$ cat src/rtl/msi_pkg.sv
package msi_pkg;
  typedef enum logic [1:0] {
    LS_INV = 2'd0,
    LS_SHR = 2'd1,
    LS_EXC = 2'd2
  } line_st_t;

  typedef enum logic [1:0] {
    BC_NONE   = 2'd0,
    BC_RDMISS = 2'd1,
    BC_WRMISS = 2'd2,
    BC_WBACK  = 2'd3
  } bus_cmd_t;

  typedef enum logic [1:0] {
    FS_IDLE = 2'd0,
    FS_WB   = 2'd1,
    FS_MISS = 2'd2
  } fsm_st_t;
endpackage

$ cat src/rtl/msi_line_store.sv
module msi_line_store
  import msi_pkg::*;
#(
  parameter int IDX_W  = 2,
  parameter int TAG_W  = 6,
  parameter int DATA_W = 16
) (
  input  logic              clk,
  input  logic              rst_n,
  input  logic [IDX_W-1:0]  a_idx,
  output logic [1:0]        a_st,
  output logic [TAG_W-1:0]  a_tag,
  output logic [DATA_W-1:0] a_dat,
  input  logic [IDX_W-1:0]  b_idx,
  output logic [1:0]        b_st,
  output logic [TAG_W-1:0]  b_tag,
  output logic [DATA_W-1:0] b_dat,
  input  logic              sw_en,
  input  logic [IDX_W-1:0]  sw_idx,
  input  logic [1:0]        sw_st,
  input  logic              fw_en,
  input  logic [IDX_W-1:0]  fw_idx,
  input  logic [1:0]        fw_st,
  input  logic              fw_tag_en,
  input  logic [TAG_W-1:0]  fw_tag,
  input  logic              fw_dat_en,
  input  logic [DATA_W-1:0] fw_dat
);
  localparam int LINES = 1 << IDX_W;

  logic [LINES-1:0][1:0]        st_v;
  logic [LINES-1:0][TAG_W-1:0]  tag_v;
  logic [LINES-1:0][DATA_W-1:0] dat_v;

  for (genvar i = 0; i < LINES; i++) begin : g_line
    logic              sel_s, sel_f;
    logic [1:0]        st_q;
    logic [TAG_W-1:0]  tag_q;
    logic [DATA_W-1:0] dat_q;

    assign sel_s = sw_en && (sw_idx == IDX_W'(i));
    assign sel_f = fw_en && (fw_idx == IDX_W'(i));

    // snoop updates win over the local port
    always_ff @(posedge clk or negedge rst_n) begin
      if (!rst_n)     st_q <= LS_INV;
      else if (sel_s) st_q <= sw_st;
      else if (sel_f) st_q <= fw_st;
    end

    always_ff @(posedge clk) begin
      if (sel_f && !sel_s) begin
        if (fw_tag_en) tag_q <= fw_tag;
        if (fw_dat_en) dat_q <= fw_dat;
      end
    end

    assign st_v[i]  = st_q;
    assign tag_v[i] = tag_q;
    assign dat_v[i] = dat_q;
  end

  assign a_st  = st_v[a_idx];
  assign a_tag = tag_v[a_idx];
  assign a_dat = dat_v[a_idx];
  assign b_st  = st_v[b_idx];
  assign b_tag = tag_v[b_idx];
  assign b_dat = dat_v[b_idx];
endmodule

$ cat src/rtl/msi_snoop_unit.sv
module msi_snoop_unit
  import msi_pkg::*;
#(
  parameter int TAG_W  = 6,
  parameter int DATA_W = 16
) (
  input  logic              snp_valid,
  input  logic [1:0]        snp_cmd,
  input  logic [TAG_W-1:0]  snp_tag,
  input  logic [1:0]        line_st,
  input  logic [TAG_W-1:0]  line_tag,
  input  logic [DATA_W-1:0] line_dat,
  output logic              act,
  output logic [1:0]        new_st,
  output logic              abort,
  output logic [DATA_W-1:0] sup_dat
);
  logic match, is_rd, is_wr, dirty;

  assign match   = snp_valid && (line_st != LS_INV) && (line_tag == snp_tag);
  assign is_rd   = (snp_cmd == BC_RDMISS);
  assign is_wr   = (snp_cmd == BC_WRMISS);
  assign dirty   = (line_st == LS_EXC);
  assign act     = match && (is_wr || (is_rd && dirty));
  assign new_st  = is_wr ? LS_INV : LS_SHR;
  assign abort   = act && dirty;
  assign sup_dat = abort ? line_dat : '0;
endmodule

$ cat src/rtl/msi_req_fsm.sv
module msi_req_fsm
  import msi_pkg::*;
#(
  parameter int ADDR_W = 8,
  parameter int IDX_W  = 2,
  parameter int DATA_W = 16
) (
  input  logic                    clk,
  input  logic                    rst_n,
  input  logic                    cpu_valid,
  input  logic                    cpu_we,
  input  logic [ADDR_W-1:0]       cpu_addr,
  input  logic [DATA_W-1:0]       cpu_wdata,
  output logic                    cpu_ready,
  output logic [DATA_W-1:0]       cpu_rdata,
  input  logic                    snp_valid,
  input  logic                    snp_act,
  input  logic [IDX_W-1:0]        snp_idx,
  output logic [IDX_W-1:0]        look_idx,
  input  logic [1:0]              look_st,
  input  logic [ADDR_W-IDX_W-1:0] look_tag,
  input  logic [DATA_W-1:0]       look_dat,
  output logic                    bus_req,
  input  logic                    bus_gnt,
  output logic [1:0]              bus_cmd,
  output logic [ADDR_W-1:0]       bus_addr,
  output logic [DATA_W-1:0]       bus_wdata,
  input  logic [DATA_W-1:0]       bus_rdata,
  output logic                    fw_en,
  output logic [1:0]              fw_st,
  output logic                    fw_tag_en,
  output logic [ADDR_W-IDX_W-1:0] fw_tag,
  output logic                    fw_dat_en,
  output logic [DATA_W-1:0]       fw_dat
);
  fsm_st_t           fs, nxt;
  logic [ADDR_W-1:0] pend_addr;
  logic              pend_we, ld, tag_eq, hit, restart;
  logic [IDX_W-1:0]  pend_idx;

  assign pend_idx  = pend_addr[IDX_W-1:0];
  assign look_idx  = (fs == FS_IDLE) ? cpu_addr[IDX_W-1:0] : pend_idx;
  assign tag_eq    = (look_tag == cpu_addr[ADDR_W-1:IDX_W]);
  assign hit       = (look_st != LS_INV) && tag_eq && (!cpu_we || look_st == LS_EXC);
  assign restart   = snp_act && (snp_idx == pend_idx);
  assign cpu_rdata = look_dat;

  always_comb begin
    nxt = fs; ld = 1'b0; cpu_ready = 1'b0;
    bus_req = 1'b0; bus_cmd = BC_NONE; bus_addr = '0; bus_wdata = '0;
    fw_en = 1'b0; fw_st = LS_INV; fw_tag_en = 1'b0; fw_tag = '0;
    fw_dat_en = 1'b0; fw_dat = '0;
    unique case (fs)
      FS_IDLE: begin
        if (cpu_valid && !snp_valid) begin
          if (hit) begin
            cpu_ready = 1'b1;
            if (cpu_we) begin
              fw_en = 1'b1; fw_st = LS_EXC; fw_dat_en = 1'b1; fw_dat = cpu_wdata;
            end
          end else begin
            ld  = 1'b1;
            nxt = (look_st == LS_EXC && !tag_eq) ? FS_WB : FS_MISS;
          end
        end
      end
      FS_WB: begin
        bus_req = 1'b1;
        if (bus_gnt) begin
          bus_cmd   = BC_WBACK;
          bus_addr  = {look_tag, pend_idx};
          bus_wdata = look_dat;
          fw_en = 1'b1; fw_st = LS_INV;
          nxt = FS_MISS;
        end else if (restart) begin
          nxt = FS_IDLE;
        end
      end
      FS_MISS: begin
        bus_req = 1'b1;
        if (bus_gnt) begin
          bus_cmd  = pend_we ? BC_WRMISS : BC_RDMISS;
          bus_addr = pend_addr;
          fw_en = 1'b1; fw_st = pend_we ? LS_EXC : LS_SHR;
          fw_tag_en = 1'b1; fw_tag = pend_addr[ADDR_W-1:IDX_W];
          fw_dat_en = 1'b1; fw_dat = bus_rdata;
          nxt = FS_IDLE;
        end else if (restart) begin
          nxt = FS_IDLE;
        end
      end
      default: nxt = FS_IDLE;
    endcase
  end

  always_ff @(posedge clk or negedge rst_n) begin
    if (!rst_n) begin
      fs <= FS_IDLE; pend_addr <= '0; pend_we <= 1'b0;
    end else begin
      fs <= nxt;
      if (ld) begin
        pend_addr <= cpu_addr; pend_we <= cpu_we;
      end
    end
  end
endmodule

$ cat src/rtl/snoop_msi_ctrl.sv
module snoop_msi_ctrl
  import msi_pkg::*;
#(
  parameter int ADDR_W = 8,
  parameter int DATA_W = 16,
  parameter int IDX_W  = 2
) (
  input  logic              clk,
  input  logic              rst_n,
  input  logic              cpu_valid,
  input  logic              cpu_we,
  input  logic [ADDR_W-1:0] cpu_addr,
  input  logic [DATA_W-1:0] cpu_wdata,
  output logic              cpu_ready,
  output logic [DATA_W-1:0] cpu_rdata,
  output logic              bus_req,
  input  logic              bus_gnt,
  output logic [1:0]        bus_cmd,
  output logic [ADDR_W-1:0] bus_addr,
  output logic [DATA_W-1:0] bus_wdata,
  input  logic [DATA_W-1:0] bus_rdata,
  input  logic              snp_valid,
  input  logic [1:0]        snp_cmd,
  input  logic [ADDR_W-1:0] snp_addr,
  output logic              snp_abort,
  output logic [DATA_W-1:0] snp_data
);
  localparam int TAG_W = ADDR_W - IDX_W;

  logic [IDX_W-1:0]  look_idx, snp_idx;
  logic [1:0]        look_st, sl_st, snp_new_st, fw_st;
  logic [TAG_W-1:0]  look_tag, sl_tag, fw_tag;
  logic [DATA_W-1:0] look_dat, sl_dat, fw_dat;
  logic              snp_act, fw_en, fw_tag_en, fw_dat_en;

  assign snp_idx = snp_addr[IDX_W-1:0];

  msi_line_store #(.IDX_W(IDX_W), .TAG_W(TAG_W), .DATA_W(DATA_W)) u_store (
    .clk(clk), .rst_n(rst_n),
    .a_idx(look_idx), .a_st(look_st), .a_tag(look_tag), .a_dat(look_dat),
    .b_idx(snp_idx), .b_st(sl_st), .b_tag(sl_tag), .b_dat(sl_dat),
    .sw_en(snp_act), .sw_idx(snp_idx), .sw_st(snp_new_st),
    .fw_en(fw_en), .fw_idx(look_idx), .fw_st(fw_st),
    .fw_tag_en(fw_tag_en), .fw_tag(fw_tag), .fw_dat_en(fw_dat_en), .fw_dat(fw_dat)
  );

  msi_snoop_unit #(.TAG_W(TAG_W), .DATA_W(DATA_W)) u_snp (
    .snp_valid(snp_valid), .snp_cmd(snp_cmd), .snp_tag(snp_addr[ADDR_W-1:IDX_W]),
    .line_st(sl_st), .line_tag(sl_tag), .line_dat(sl_dat),
    .act(snp_act), .new_st(snp_new_st), .abort(snp_abort), .sup_dat(snp_data)
  );

  msi_req_fsm #(.ADDR_W(ADDR_W), .IDX_W(IDX_W), .DATA_W(DATA_W)) u_fsm (
    .clk(clk), .rst_n(rst_n),
    .cpu_valid(cpu_valid), .cpu_we(cpu_we), .cpu_addr(cpu_addr), .cpu_wdata(cpu_wdata),
    .cpu_ready(cpu_ready), .cpu_rdata(cpu_rdata),
    .snp_valid(snp_valid), .snp_act(snp_act), .snp_idx(snp_idx),
    .look_idx(look_idx), .look_st(look_st), .look_tag(look_tag), .look_dat(look_dat),
    .bus_req(bus_req), .bus_gnt(bus_gnt), .bus_cmd(bus_cmd), .bus_addr(bus_addr),
    .bus_wdata(bus_wdata), .bus_rdata(bus_rdata),
    .fw_en(fw_en), .fw_st(fw_st), .fw_tag_en(fw_tag_en), .fw_tag(fw_tag),
    .fw_dat_en(fw_dat_en), .fw_dat(fw_dat)
  );
endmodule

$ cat config.mk
export PLATFORM = sky130hd
export DESIGN_NAME = snoop_msi_ctrl
export DESIGN_NICKNAME = d
export VERILOG_FILES = /design/src/rtl/msi_pkg.sv /design/src/rtl/msi_line_store.sv /design/src/rtl/msi_snoop_unit.sv /design/src/rtl/msi_req_fsm.sv /design/src/rtl/snoop_msi_ctrl.sv
export SDC_FILE = /design/constraint.sdc
export NUM_CORES = 1
export LEC_CHECK = 0
export ABC_AREA = 0
export CORE_ASPECT_RATIO = 0.9
export CORE_MARGIN = 2
export CORE_UTILIZATION = 53
export DETAILED_ROUTE_END_ITERATION = 10
export PLACE_DENSITY_LB_ADDON = 0.05
export SYNTH_ARGS = -nofsm -noshare
export SYNTH_HDL_FRONTEND = slang
export SYNTH_HIERARCHICAL = 1
export SYNTH_SLANG_ARGS = --single-unit
export TNS_END_PERCENT = 1
$ cat constraint.sdc
create_clock -name clk -period 5.02 [get_ports clk]
set_clock_uncertainty 0.15 [all_clocks]
set_input_delay 1.004 -clock clk [delete_from_list [all_inputs] [get_ports clk]]
set_output_delay 1.004 -clock clk [all_outputs]
set_load 0.02 [all_outputs]
==> impl_results.md <==
- Number of remaining DRC errors: 0
- WL/cell: 22.7 µm
- Die W: 116 µm
- Num ports: 117
- Post-CTS Repair Setup Buffers: 0
- Main flop type after synthesis: edfxtp_1
- Std cell rows: 36
- Status: finished clean
- Clock latency on the worst-skew pair: 0.35 ns
- First-pass GRT wire length: 22600 µm
- Ant. Diodes: 0
- Setup TNS: 0 ns
- Synth cell count leaders: 88 x edfxtp_1, 40 x and3_1, 40 x mux4_2
- Final slew viol count: 0
- Via count of the first global-routing pass: 4069
- 1st-pass router iterations: 4
- Combinational group share of total power: 43.7%
- Minimum clock period: 4.83 ns
- Worst slew margin relative to its limit: 35.5%
- NumNets Final: 552
- Maximum VDD drop: 344 µV
- F_max: 0.207 GHz
- TritonCTS Sinks: 107
- Int Power: 2.27 mW
- Area grow syn2layout: 25.2%
- Average cell area after synthesis: 15.7 µm²
- EDFF count, synth: 88
- Final hold vios: 0
- Clock tree buffer depth: 2
- Clock transition at path regs: 0.07 ns
- Clk pwr share: 22.0%
- Final core utilization: 69.0%
- Worst Path Required: 3.87 ns
- Num CTS Buffers: 9
- CP arrival: 3.67 ns
- Worst slew pin tran: 0.967 ns
- Leading post-synthesis cells by cell area: edfxtp_1 44%, mux4_2 15%, dfrtp_1 7.9%
- Synthesis warning total: 6
- Die Y: 105 µm
- Sequential power share: 34.3%
- Die area: 12200 µm²
- Gr ovfl total: 0
- Worst Path Max Fanout: 16
- Htree depth: 3
- Power Density: 452 nW/µm²
- Routability congestion estimate: 0.899
- Hold buffer count at cts: 0
- Power Total: 3.41 mW
- Setup violators final: 0
- Most common cell in the netlist: edfxtp_1
- Total wire length: 14700 µm
- Detail Route Antenna Nets: 0
- RSZ-0062 raised after global routing: no
- Reg area: 3120 µm²
- Register area share after synthesis: 51.7%
- # resized after CTS: 0
- Asr flop ratio synth: 17.8%
- Leak pwr: 2.79 nW
- DPL Wire Length: 10300 µm
- Startpoint types: primary input
- PortBufs: 116
- Largest net degree at the start of global routing: 32
- Vias per inst: 6.14
- Area occupied by multi-input gates: 2560 µm²
- Fill cells: 817
- Post-synthesis register bit count: 107
- Antenna violations before repair: 0
- HP Class: flip-flop to flip-flop
- CTS tree: built
- Total global-route track usage: 25.2%
- Share of the synthesized area in the top cell type: 43.8%
- Gate Count Post-Synth: 383
- Synthesized area: 6030 µm²
- Layout cell share with drive strength beyond 1: 21.9%
- NetSw: 1.15 mW
- Synth unique cells: 54
- Initial core utilization: 55.1%
- Ratio of final minimum period to clock period: 96.1%
- Clock root buffer: clkbuf_16
- CP Capture Type: output port
- Sw Ratio: 33.6%
- Syn_nets: 443
- Max-Cap Viols: 0
- Kind of critical path: primary input to output port
- Core area: 10900 µm²
- Vias: 3985
- DRT iter0 DRCs: 239
- Cell taking the most area after synthesis: edfxtp_1
## cell usage in the layout, fill, tap and decap left out, types with 2 or more instances in the layout
master	count
nor3b_1	2
o21ai_0	3
bufinv_16	2
and4_1	11
clkbuf_16	9
and3b_1	2
mux2i_1	8
inv_1	4
and3_1	40
mux2_2	10
xnor2_1	7
ha_1	4
clkinv_1	2
a21oi_1	10
xor2_1	8
and2_1	2
nor2_1	10
dfrtp_1	19
buf_4	23
nand2_1	2
and4_2	7
nand3b_1	2
clkdlybuf4s50_1	114
nor3b_2	2
nand4_1	2
a22o_1	16
o21a_1	7
mux4_2	40
nor3_1	2
edfxtp_1	88
mux4_1	8
or3_1	2
nand2b_4	2
nor2b_1	2
## per-stage QoR
step	hold WS, ns	setup slack [ns]	area [µm²]	cells
after global routing	0.379	0.0722	7550	649
after floorplan	0.323	0.851	6030	383
after CTS	0.356	0.0719	7540	649
after detailed placement	0.340	0.0892	7230	633
after global placement	0.334	0.139	7230	633
final	0.359	0.194	7550	649
## flip-flops by register name, summed over array words and instances, names as in the netlist
register	flops
u_store/g_line.st_q	8
u_store/g_line.dat_q	64
u_fsm/fs	2
u_fsm/pend_we	1
u_store/g_line.tag_q	24
u_fsm/pend_addr	8
## critical path, stage by stage
cell and delay, ns:
clkdlybuf4s50_1 0.48, mux2_2 0.49, mux4_2 0.43, xor2_1 0.22, a211oi_4 0.24, and3_2 0.20, clkdlybuf4s50_1 0.59
## kinds of logic after synthesis
kind of cell / after synthesis / share of synthesized area, %
AO/OA/AOI/OAI: 45 / 5.92
buffers and inverters: 46 / 5.89
multiplexers: 67 / 21.8
AND/OR/NAND/NOR: 98 / 11.6
other: 1 / 0.0622
XOR/XNOR: 15 / 2.18
adder cells (fa/ha/maj): 4 / 0.830
flip-flops: 107 / 51.7
## power groups by stage
stage	clock network, mW	logic, mW	registers (mW)
after floorplan	0	1.11	1.17
after global placement	0	1.46	1.18
after detailed placement	0	1.48	1.19
final	0.750	1.49	1.17
after global routing	0.796	1.59	1.18
after CTS	0.765	1.49	1.17
## final timing paths
check	cells past startpoint	start	to	slack, ns
hold reg to reg	1	u_fsm/pend_addr[3]	u_fsm/pend_addr[3]	0.36
max in group asynchronous	1	rst_n	u_fsm/pend_addr[5]	3.11
setup reg to reg	12	u_fsm/fs[1]	u_store/g_line[3].dat_q[10]	0.96
setup / recovery	7	cpu_addr[1]	cpu_ready	0.19
min in group asynchronous	1	rst_n	u_fsm/pend_addr[2]	1.03
hold / removal	1	u_fsm/pend_addr[3]	u_fsm/pend_addr[3]	0.36
## routing by layer
metal / global-route usage (%) / up-vias / wire, µm
li1: - / 1770 / -
met2: 40.4 / 144 / 7280
met3: 5.16 / 19 / 879
met4: 9.10 / 0 / 278
met1: 34.3 / 2052 / 6290
met5: 0 / - / 0
## final cells by class
| class | count | area share (%) |
|---|---|---|
| flip-flops and latches | 107 | 41.3 |
| multi-input cells | 230 | 33.9 |
| repair buffers | 140 | 17.9 |
| clock buffers | 9 | 2.98 |
| well taps | 152 | 2.52 |
| clock inverters | 7 | 1.21 |
| inverters | 4 | 0.199 |
Power figures use the tool's default switching activity.
